$ cat src/rtl/camport_pkg.sv
// Package: shared constants and the handshake state type for the control port.
// Assumes a 3-bit address space with four mapped registers.
package camport_pkg;
    typedef enum logic [1:0] {HS_IDLE, HS_WAIT, HS_ACK} hs_state_t;
    localparam int FLAG_DONE_BIT   = 10;
    localparam int FLAG_QEMPTY_BIT = 4;
    localparam logic [2:0] ADR_FLAG = 3'd0;
    localparam logic [2:0] ADR_ERR  = 3'd1;
    localparam logic [2:0] ADR_AFUL = 3'd2;
    localparam logic [2:0] ADR_CMD  = 3'd3;
endpackage

$ cat src/rtl/camport_sync.sv
// Module: multi-stage flop chain that brings W asynchronous bits into clk.
// Assumes the bits are held stable by the sender long enough to pass the chain.
module camport_sync #(
    parameter int W      = 1,
    parameter int STAGES = 2
) (
    input  logic         clk,
    input  logic         rst_n,
    input  logic [W-1:0] d,
    output logic [W-1:0] q
);
    logic [W-1:0] chain [STAGES];

    genvar i;
    generate
        for (i = 0; i < STAGES; i++) begin : g_stage
            // Shift one stage of the chain, cleared by reset.
            always_ff @(posedge clk) begin
                if (!rst_n) chain[i] <= '0;
                else if (i == 0) chain[i] <= d;
                else chain[i] <= chain[(i > 0) ? i - 1 : 0];
            end
        end
    endgenerate

    assign q = chain[STAGES-1];
endmodule

$ cat src/rtl/camport_hs.sv
// Module: select/acknowledge handshake sequencer.
// Assumes synchronised select and write-enable that stay stable until acknowledge.
// One transfer per select assertion: the access fires one cycle before acknowledge rises.
module camport_hs
    import camport_pkg::*;
(
    input  logic clk,
    input  logic rst_n,
    input  logic sel_s,
    input  logic we_s,
    output logic ack,
    output logic wr_pulse,
    output logic rd_pulse
);
    hs_state_t state, nxt;

    // Next-state choice for the handshake.
    always_comb begin
        nxt = state;
        case (state)
            HS_IDLE: if (sel_s) nxt = HS_WAIT;
            HS_WAIT: nxt = HS_ACK;
            HS_ACK:  if (!sel_s) nxt = HS_IDLE;
            default: nxt = HS_IDLE;
        endcase
    end

    // State register.
    always_ff @(posedge clk) begin
        if (!rst_n) state <= HS_IDLE;
        else state <= nxt;
    end

    assign ack      = (state == HS_ACK);
    assign wr_pulse = (state == HS_WAIT) && !we_s;
    assign rd_pulse = (state == HS_WAIT) && we_s;


    ack_rise_chk: assert property (@(posedge clk) disable iff (!rst_n)
        $rose(ack) |-> (sel_s && $past(sel_s)));

    ack_hold_chk: assert property (@(posedge clk) disable iff (!rst_n)
        (ack && sel_s) |=> ack);

    ack_drop_chk: assert property (@(posedge clk) disable iff (!rst_n)
        (ack && !sel_s) |=> !ack);

    one_access_chk: assert property (@(posedge clk) disable iff (!rst_n)
        (wr_pulse || rd_pulse) |=> !(wr_pulse || rd_pulse));
endmodule

$ cat src/rtl/camport_regs.sv
// Module: register file for flag, error, almost-full and command registers.
// Flag status bits are read-only and come from the engine inputs; unmapped reads give zero.
module camport_regs
    import camport_pkg::*;
#(
    parameter int          AW       = 3,
    parameter int          DW       = 16,
    parameter logic [15:0] FLAG_RST = 16'h001C,
    parameter logic [15:0] ERR_RST  = 16'hFFFF,
    parameter logic [15:0] AFUL_RST = 16'h3FFF
) (
    input  logic          clk,
    input  logic          rst_n,
    input  logic [AW-1:0] addr,
    input  logic [DW-1:0] wdata,
    input  logic          wr,
    input  logic          rd,
    input  logic          done_in,
    input  logic          qempty_in,
    output logic [DW-1:0] rdata,
    output logic [DW-1:0] cmd_word,
    output logic          cmd_strobe,
    output logic          chk_ready
);
    localparam logic [DW-1:0] RO_MASK  = (DW'(1) << FLAG_DONE_BIT) | (DW'(1) << FLAG_QEMPTY_BIT);
    localparam logic [DW-1:0] RW_MASK  = ~RO_MASK;
    localparam logic [DW-1:0] FLAG_INI = DW'(FLAG_RST) & RW_MASK;

    logic [DW-1:0] flag_q, err_q, aful_q, cmd_q, flag_view, rd_mux;

    // Status bits overlaid on the writable flag bits.
    always_comb begin
        flag_view = flag_q & RW_MASK;
        flag_view[FLAG_DONE_BIT]   = done_in;
        flag_view[FLAG_QEMPTY_BIT] = qempty_in;
    end

    // Read selection by address; unmapped slots read zero.
    always_comb begin
        case (addr)
            AW'(ADR_FLAG): rd_mux = flag_view;
            AW'(ADR_ERR):  rd_mux = err_q;
            AW'(ADR_AFUL): rd_mux = aful_q;
            AW'(ADR_CMD):  rd_mux = cmd_q;
            default:       rd_mux = '0;
        endcase
    end

    // Register writes, read-data capture and command strobe.
    always_ff @(posedge clk) begin
        if (!rst_n) begin
            flag_q     <= FLAG_INI;
            err_q      <= DW'(ERR_RST);
            aful_q     <= DW'(AFUL_RST);
            cmd_q      <= '0;
            rdata      <= '0;
            cmd_strobe <= 1'b0;
        end else begin
            cmd_strobe <= 1'b0;
            if (rd) rdata <= rd_mux;
            if (wr) begin
                case (addr)
                    AW'(ADR_FLAG): flag_q <= wdata & RW_MASK;
                    AW'(ADR_ERR):  err_q  <= wdata;
                    AW'(ADR_AFUL): aful_q <= wdata;
                    AW'(ADR_CMD):  begin cmd_q <= wdata; cmd_strobe <= 1'b1; end
                    default: ;
                endcase
            end
        end
    end

    // Registered check-ready from the two status conditions.
    always_ff @(posedge clk) begin
        if (!rst_n) chk_ready <= 1'b0;
        else chk_ready <= done_in && qempty_in;
    end

    assign cmd_word = cmd_q;


    cmd_pulse_chk: assert property (@(posedge clk) disable iff (!rst_n)
        cmd_strobe |=> !cmd_strobe);

    flag_ro_chk: assert property (@(posedge clk) disable iff (!rst_n)
        (wr && addr == AW'(ADR_FLAG)) |=> ((flag_q & RO_MASK) == '0));

    chk_ready_chk: assert property (@(posedge clk) disable iff (!rst_n)
        chk_ready |-> $past(done_in && qempty_in));
endmodule

$ cat src/rtl/camport_top.sv
// Module: CAM control port top. Synchronises the host strobes, runs the
// select/acknowledge handshake and hosts the register file.
// Assumes the host holds address, write-enable, data and select until acknowledge.
module camport_top
    import camport_pkg::*;
#(
    parameter int          ADDR_W   = 3,
    parameter int          DATA_W   = 16,
    parameter int          SYNC_N   = 2,
    parameter logic [15:0] FLAG_RST = 16'h001C,
    parameter logic [15:0] ERR_RST  = 16'hFFFF,
    parameter logic [15:0] AFUL_RST = 16'h3FFF
) (
    input  logic              clk,
    input  logic              rst_n,
    input  logic              hst_sel,
    input  logic              hst_we,
    input  logic [ADDR_W-1:0] hst_addr,
    input  logic [DATA_W-1:0] hst_din,
    output logic [DATA_W-1:0] hst_dout,
    output logic              hst_dout_en,
    output logic              hst_ack,
    input  logic              eng_done,
    input  logic              eng_qempty,
    output logic              eng_chk_ready,
    output logic [DATA_W-1:0] cmd_word,
    output logic              cmd_strobe
);
    localparam int SW = ADDR_W + 2;

    logic [SW-1:0]     sync_out;
    logic              sel_s, we_s, wr_p, rd_p;
    logic [ADDR_W-1:0] addr_s;

    camport_sync #(.W(SW), .STAGES(SYNC_N)) u_sync (
        .clk(clk), .rst_n(rst_n),
        .d({hst_sel, hst_we, hst_addr}), .q(sync_out)
    );

    assign {sel_s, we_s, addr_s} = sync_out;

    camport_hs u_hs (
        .clk(clk), .rst_n(rst_n), .sel_s(sel_s), .we_s(we_s),
        .ack(hst_ack), .wr_pulse(wr_p), .rd_pulse(rd_p)
    );

    camport_regs #(
        .AW(ADDR_W), .DW(DATA_W),
        .FLAG_RST(FLAG_RST), .ERR_RST(ERR_RST), .AFUL_RST(AFUL_RST)
    ) u_regs (
        .clk(clk), .rst_n(rst_n), .addr(addr_s), .wdata(hst_din),
        .wr(wr_p), .rd(rd_p), .done_in(eng_done), .qempty_in(eng_qempty),
        .rdata(hst_dout), .cmd_word(cmd_word), .cmd_strobe(cmd_strobe),
        .chk_ready(eng_chk_ready)
    );

    assign hst_dout_en = hst_ack && we_s;


    dout_en_chk: assert property (@(posedge clk) disable iff (!rst_n)
        hst_dout_en |-> (hst_ack && hst_we));
endmodule

$ cat config.mk
export PLATFORM = sky130hd
export DESIGN_NAME = camport_top
export DESIGN_NICKNAME = d
export VERILOG_FILES = /design/src/rtl/camport_pkg.sv /design/src/rtl/camport_sync.sv /design/src/rtl/camport_hs.sv /design/src/rtl/camport_regs.sv /design/src/rtl/camport_top.sv
export SDC_FILE = /design/constraint.sdc
export NUM_CORES = 1
export LEC_CHECK = 0
export BUFFER_PORTS_ARGS = -buffer_cell sky130_fd_sc_hd__buf_4
export CAP_MARGIN = 20
export CORE_ASPECT_RATIO = 1.4
export CORE_UTILIZATION = 51
export DETAILED_ROUTE_END_ITERATION = 10
export GPL_ROUTABILITY_DRIVEN = 0
export MAX_ROUTING_LAYER = met4
export PLACE_DENSITY_LB_ADDON = 0.2
export SLEW_MARGIN = 20
export SYNTH_ARGS = -nofsm -noshare
export SYNTH_HDL_FRONTEND = slang
export SYNTH_SLANG_ARGS = --single-unit
$ cat constraint.sdc
create_clock -name clk -period 2.9 [get_ports clk]
set_input_delay 0.29 -clock clk [delete_from_list [all_inputs] [get_ports clk]]
set_output_delay 0.29 -clock clk [all_outputs]
set_load 0.005 [all_outputs]
==> impl_metrics.json, run 1 <==
{
  "yosysUniqueCellTypes": 28,
  "grt_use_total": 0.2256,
  "finalWorstSetupSlack_ns": 0.8635,
  "status": "completed",
  "grt_first_pass_wirelength_mm": 13.23,
  "crit_buf_inv": 0,
  "ir_drop_mv": 0.2982,
  "holdPathStages": 2,
  "tightest_slew_ns": 0.9146,
  "cp_cell_sequence": "or4b_1, or3_1, mux2i_1",
  "path_delay_family": "simple AND/OR/NAND/NOR gates",
  "hp-class": "in -> reg",
  "postCtsSetupRepairBufs": 0,
  "synth.top_cell.area_share": 0.4770,
  "synth_top_area_cell": "dfxtp_1",
  "cts_root_buffer": "clkbuf_8",
  "area_growth_pct": 17.27,
  "dp_hpwl_mm": 5.521,
  "max_freq_mhz": 491.0,
  "layout.nets": 462,
  "ant_nets": 0,
  "r2r-end": "u_regs.flag_q[1]",
  "n_antenna_cell": 0,
  "cts-resized-gates": 0,
  "cts_buffer_depth": 2,
  "grt_max_degree": 60,
  "dieHeight_um": 105.0,
  "coreArea_um2": 7361,
  "fp.dieArea_um2": 7928,
  "vias": 2869,
  "hold-path-endpoint": "u_sync.chain[0][2]",
  "drc": 0,
  "utilization": 0.6152,
  "die_w_um": 75.54,
  "drive_gt1_frac": 0.2036,
  "power_density_nw_per_um2": 485.9,
  "syn_avg_cell_area_um2": 9.901,
  "ios": 61,
  "ff2ff_path_depth": 3,
  "finalCritPeriodShare": 0.7022,
  "rows": 37,
  "ys.warnings.count": 0,
  "fin_crit_ns": 2.036,
  "hold_violations": 0,
  "skew_ns": 0.006525,
  "avgRoutedWirePerCell_um": 15.25,
  "firstDrtPassIters": 4,
  "synth.area.top_cells": "dfxtp_1 (48%), mux2i_1 (20%), nor2b_1 (5.3%)",
  "maxCapViolCount": 0,
  "grt_pass1_vias": 2725,
  "htreeDepth": 3,
  "start_util": 0.5246,
  "start_kind": "register",
  "ys_ff_latch": 92,
  "postCtsHoldBufs": 0,
  "clock_sinks": 92,
  "port_buffers": 60,
  "synth_area_um2": 3861,
  "cts_tree": "built",
  "synth.net_count": 415,
  "drt_first_iter_violations": 114,
  "crit_arrival_ns": 2.25,
  "fillers": 616,
  "worstPathMaxFanout": 14,
  "drt-total-wl_mm": 8.221,
  "place_ws_ns": 0.8888,
  "clkSlewWorstSetupHoldPaths_ns": 0.09,
  "drt-vias-per-instance": 5.323,
  "clock_latency_ns": 0.36,
  "synthCells": 390,
  "slew_violations": 0,
  "antenna_found_initial": 0,
  "rsz0062_at_grt": "false",
  "reg2reg_from": "u_hs.state[1]",
  "hold_start": "hst_addr[2]",
  "setup_viol": 0,
  "critPathCaptureType": "register",
  "worstSetupPathType": "reg -> reg",
  "cp_slowest_stage_delay_ns": 0.72,
  "cp.required_ns": 3.11,
  "slew_headroom": 0.3903,
  "synth-seq-area-share": 0.4770,
  "grt_overflow": 0,
  "fin_tns_setup_ns": 0,
  "numCtsBuffers": 9,
  "power_leakage_nw": 1.824,
  "ff2ff_setup_slack_ns": 0.86,
  "critPathSlowestCell": "or3_1"
}
==> metrics by stage <==
stage                     std cells  area (µm²)  hold slack, ns  power (mW)
after CTS                       539        4528          0.1218       2.217
after floorplan                 390        3861          0.4119       1.413
after global placement          523        4360          0.4219       1.469
final                           539        4528          0.1288       2.200
after global routing            539        4528          0.1329       2.288
after detailed placement        523        4360          0.4211       1.471
==> cell usage in the layout (no fill, tap or decap), types with 2 or more instances in the layout <==
cell type   instances
and2_1             12
nand2b_1           15
a21oi_1            29
dfxtp_1            91
clkinvlp_4          2
buf_4              69
o211ai_1            2
inv_1               2
nand2_1            47
clkbuf_8            9
a22o_1             16
nor2b_1            33
o22ai_1            16
mux2i_1            78
nand3_1             2
clkinv_2            4
and3_1              2
==> synthesized netlist by cell type, drive strengths merged <==
cell,n
nand3,2
o211ai,2
buf,10
and2b,1
a21oi,29
and4b,1
a21boi,1
or3,1
o22ai,16
clkbuf,24
nor3,1
dfxtp,92
or4b,1
a22o,16
and3,2
inv,2
or2,1
nor2b,33
nor3b,1
and2,13
nor4b,1
mux2i,78
nand2b,15
nand2,47
==> cell type report <==
cell class                      count  area (µm²)  share of cell area
Clock buffer                        9       123.9             0.02736
Clock inverter                      7       43.79            0.009671
Inverter                            2       7.507            0.001658
Multi-Input combinational cell    262        1851              0.4087
Sequential cell                    92        1843              0.4070
Tap cell                           97       121.4             0.02680
Timing Repair Buffer               70       538.0              0.1188
==> metal layers <==
metal	track usage	up-vias	part of all wire
li1	-	1437	-
met1	0.2869	1373	0.45
met2	0.3514	51	0.50
met5	-	-	0
met4	0.07804	0	0.014
met3	0.04629	8	0.036
==> worst max path at each step <==
| stage | start | endpoint | slack, ns | depth (start not counted) |
|---|---|---|---|---|
| global placement | u_hs.state[1] | u_regs.flag_q[11] | 0.92 | 3 |
| finish | u_hs.state[1] | u_regs.flag_q[1] | 0.86 | 3 |
| detailed placement | u_hs.state[1] | u_regs.flag_q[15] | 0.89 | 3 |
| floorplan | u_hs.state[1] | u_regs.flag_q[3] | 1.23 | 5 |
| CTS | u_hs.state[1] | u_regs.flag_q[15] | 0.87 | 3 |
| global route | u_sync.chain[1][0] | u_regs.err_q[15] | 0.75 | 5 |
==> registers in the layout, indices dropped and copies added, names as in the netlist <==
| register | count |
|---|---|
| u_regs.aful_q | 16 |
| u_regs.chk_ready | 1 |
| u_regs.flag_q | 14 |
| u_sync.chain | 10 |
| u_regs.rdata | 16 |
| u_regs.cmd_strobe | 1 |
| u_regs.cmd_word | 16 |
| u_regs.err_q | 16 |
| u_hs.state | 2 |
==> cells by family after synthesis <==
kind of cell,synth area share
compound gates,0.1056
buf+inv,0.04731
flops,0.4770
mux,0.2022
simple gates,0.1679
==> where the power goes <==
| group | switching [mW] | internal (mW) | total [mW] |
|---|---|---|---|
| sequential | 0.0126 | 1.27 | 1.29 |
| clock | 0.454 | 0.306 | 0.760 |
| combinational | 0.0815 | 0.0710 | 0.153 |
Note: power is estimated with default switching activity, not from simulation.
==> run 2: changes to the inputs <==
--- a/config.mk
+++ b/config.mk
@@ -5,10 +5,11 @@
 export SDC_FILE = /design/constraint.sdc
 export NUM_CORES = 1
 export LEC_CHECK = 0
+export ABC_AREA = 1
 export BUFFER_PORTS_ARGS = -buffer_cell sky130_fd_sc_hd__buf_4
 export CAP_MARGIN = 20
 export CORE_ASPECT_RATIO = 1.4
-export CORE_UTILIZATION = 51
+export CORE_UTILIZATION = 50
 export DETAILED_ROUTE_END_ITERATION = 10
 export GPL_ROUTABILITY_DRIVEN = 0
 export MAX_ROUTING_LAYER = met4
==> constraint.sdc (replaced) <==
create_clock -name clk -period 1.7 [get_ports clk]
set_input_delay 0.17 -clock clk [delete_from_list [all_inputs] [get_ports clk]]
set_output_delay 0.17 -clock clk [all_outputs]
set_load 0.005 [all_outputs]
==> impl_metrics.json, run 2 <==
{
  "status": "completed",
  "path_depth": 5,
  "tightest_slew_ns": 0.5545,
  "area_growth_pct": 20.75,
  "cts_root_buffer": "clkbuf_8",
  "avgRoutedWirePerCell_um": 14.95,
  "grt_overflow": 0,
  "slew_headroom": 0.6280,
  "synth_edf_count": 0,
  "drt_first_iter_violations": 296,
  "antenna_found_initial": 0,
  "crit_arrival_ns": 1.81,
  "crit_buf_inv": 1,
  "postCtsSetupRepairBufs": 0,
  "hold_violations": 0,
  "firstDrtPassIters": 5,
  "drt-vias-per-instance": 5.471,
  "ys_ff_latch": 92,
  "critPathCaptureType": "register",
  "yosysMostFrequentCell": "nand2_1",
  "cp_slowest_stage_delay_ns": 0.59,
  "clock_latency_ns": 0.36,
  "rsz0062_at_grt": "false",
  "critPathSlowestCell": "dfxtp_1",
  "ys.warnings.count": 0,
  "synth.top_cell.area_share": 0.4903,
  "cp.required_ns": 1.99,
  "r2r-end": "u_regs.aful_q[15]",
  "critPathCapture": "u_regs.aful_q[15]",
  "yosys-top-cells-count": "nand2_1 (128), dfxtp_1 (92), nand3_1 (66)",
  "maxCapViolCount": 0,
  "max_freq_mhz": 661.4,
  "ys_async_sr_fraction": 0,
  "ff2ff_setup_slack_ns": 0.19,
  "drive_gt1_frac": 0.1825,
  "finalWorstSetupSlack_ns": 0.1882,
  "clkSlewWorstSetupHoldPaths_ns": 0.09,
  "fin_tns_setup_ns": 0,
  "dp_hpwl_mm": 6.811,
  "htreeDepth": 3,
  "synth.area.top_cells": "dfxtp_1 (49%), nand2_1 (13%), nand3_1 (8.8%)",
  "setup_viol": 0,
  "synth-seq-area-share": 0.4903,
  "clock_sinks": 92,
  "cts-resized-gates": 0,
  "rows": 37,
  "yosysUniqueCellTypes": 20,
  "grt_first_pass_wirelength_mm": 15.93,
  "synth_area_um2": 3756,
  "ir_drop_mv": 0.5191,
  "hp-class": "in -> reg",
  "fin_crit_ns": 1.512,
  "cts_buffer_depth": 2,
  "ff2ff_path_depth": 5,
  "cp_cell_sequence": "nand3_1, nor2_4, buf_4, o21ai_0, nor2_1",
  "vias": 3649,
  "ios": 61,
  "finalCritPeriodShare": 0.8893,
  "grt_max_degree": 74,
  "grt_pass1_vias": 3300,
  "start_util": 0.5135,
  "synthCells": 509,
  "grt_use_total": 0.2814,
  "die_w_um": 75.25,
  "reg2reg_from": "u_sync.chain[1][1]",
  "drc": 0,
  "dieHeight_um": 104.6,
  "drt-total-wl_mm": 9.969,
  "start_kind": "register",
  "port_buffers": 60,
  "synth_top_area_cell": "dfxtp_1",
  "synth-main-ff-cell": "dfxtp_1",
  "fillers": 683,
  "worstPathMaxFanout": 10,
  "syn_avg_cell_area_um2": 7.379,
  "ant_nets": 0,
  "place_ws_ns": 0.2402,
  "power_density_nw_per_um2": 876.8,
  "worstSetupPathType": "reg -> reg",
  "numCtsBuffers": 9,
  "slew_violations": 0,
  "critPathLaunch": "u_sync.chain[1][1]",
  "skew_ns": 0.009506,
  "coreArea_um2": 7315,
  "layout_commonest_cell": "nand2_1",
  "power_leakage_nw": 2.176,
  "cts_tree": "built",
  "path_delay_family": "flip-flops",
  "n_antenna_cell": 0,
  "fp.dieArea_um2": 7868,
  "synth.net_count": 534,
  "layout_common_cells": "nand2_1 (128), dfxtp_1 (92), buf_4 (75)",
  "layout.nets": 590
}
-- run 2: power by group --
group / internal, mW / switching [mW]
combinational: 0.106 / 0.178
clock: 0.756 / 0.739
sequential: 2.18 / 0.0172
-- run 2: cell type report --
class,count,area [µm²],share of cell area
multi-input cells,361,1662,0.3663
flip-flops and latches,92,1842,0.4061
clock buffers,12,155.1,0.03421
clock inverters,4,47.55,0.01048
inverters,20,75.07,0.01655
well taps,97,121.4,0.02676
repair buffers,81,633.1,0.1396
-- run 2: cells by family (layout without fill, tap and decap cells) --
group / Yosys count / after routing / synth area share
buf+inv: 56 / 117 / 0.06729
simple gates: 298 / 298 / 0.3584
compound gates: 63 / 63 / 0.08394
flops: 92 / 92 / 0.4903
-- run 2: repair_timing --
item / 4_1_cts / 5_1_grt
hold buffers: 5 / 0
endpoints found under the setup margin: 0 / 0
endpoints found under the hold margin: 5 / 0
-- run 2: worst min-delay path by stage --
stage / from / end / slack, ns / cells after the start
floorplan: hst_addr[0] / u_sync.chain[0][0] / 0.27 / 2
global placement: hst_addr[1] / u_sync.chain[0][1] / 0.35 / 3
detailed placement: hst_addr[1] / u_sync.chain[0][1] / 0.36 / 3
CTS: eng_qempty / u_regs.chk_ready / 0.03 / 3
global route: eng_qempty / u_regs.chk_ready / 0.05 / 3
finish: eng_qempty / u_regs.chk_ready / 0.04 / 3
-- run 2: worst min-delay path: stages --
cell and delay [ns]:
buf_4 0.09, nand2_1 0.04, nor2_1 0.07
-- run 2: per-layer routing --
layer	part of all wire	global-route usage
met2	0.50	0.4659
met3	0.051	0.03664
met1	0.39	0.3147
met5	0	-
met4	0.053	0.1667
-- run 2: metrics by stage --
| stage | instances | hold slack (ns) | total power [mW] | area [µm²] | utilization |
|---|---|---|---|---|---|
| floorplan | 509 | 0.2676 | 2.396 | 3756 | - |
| global placement | 646 | 0.3494 | 2.518 | 4283 | 0.5855 |
| detailed placement | 646 | 0.3555 | 2.521 | 4283 | 0.5855 |
| CTS | 667 | 0.02875 | 3.997 | 4536 | 0.6201 |
| global route | 667 | 0.05352 | 4.107 | 4536 | 0.6201 |
| finish | 667 | 0.03949 | 3.977 | 4536 | 0.6201 |
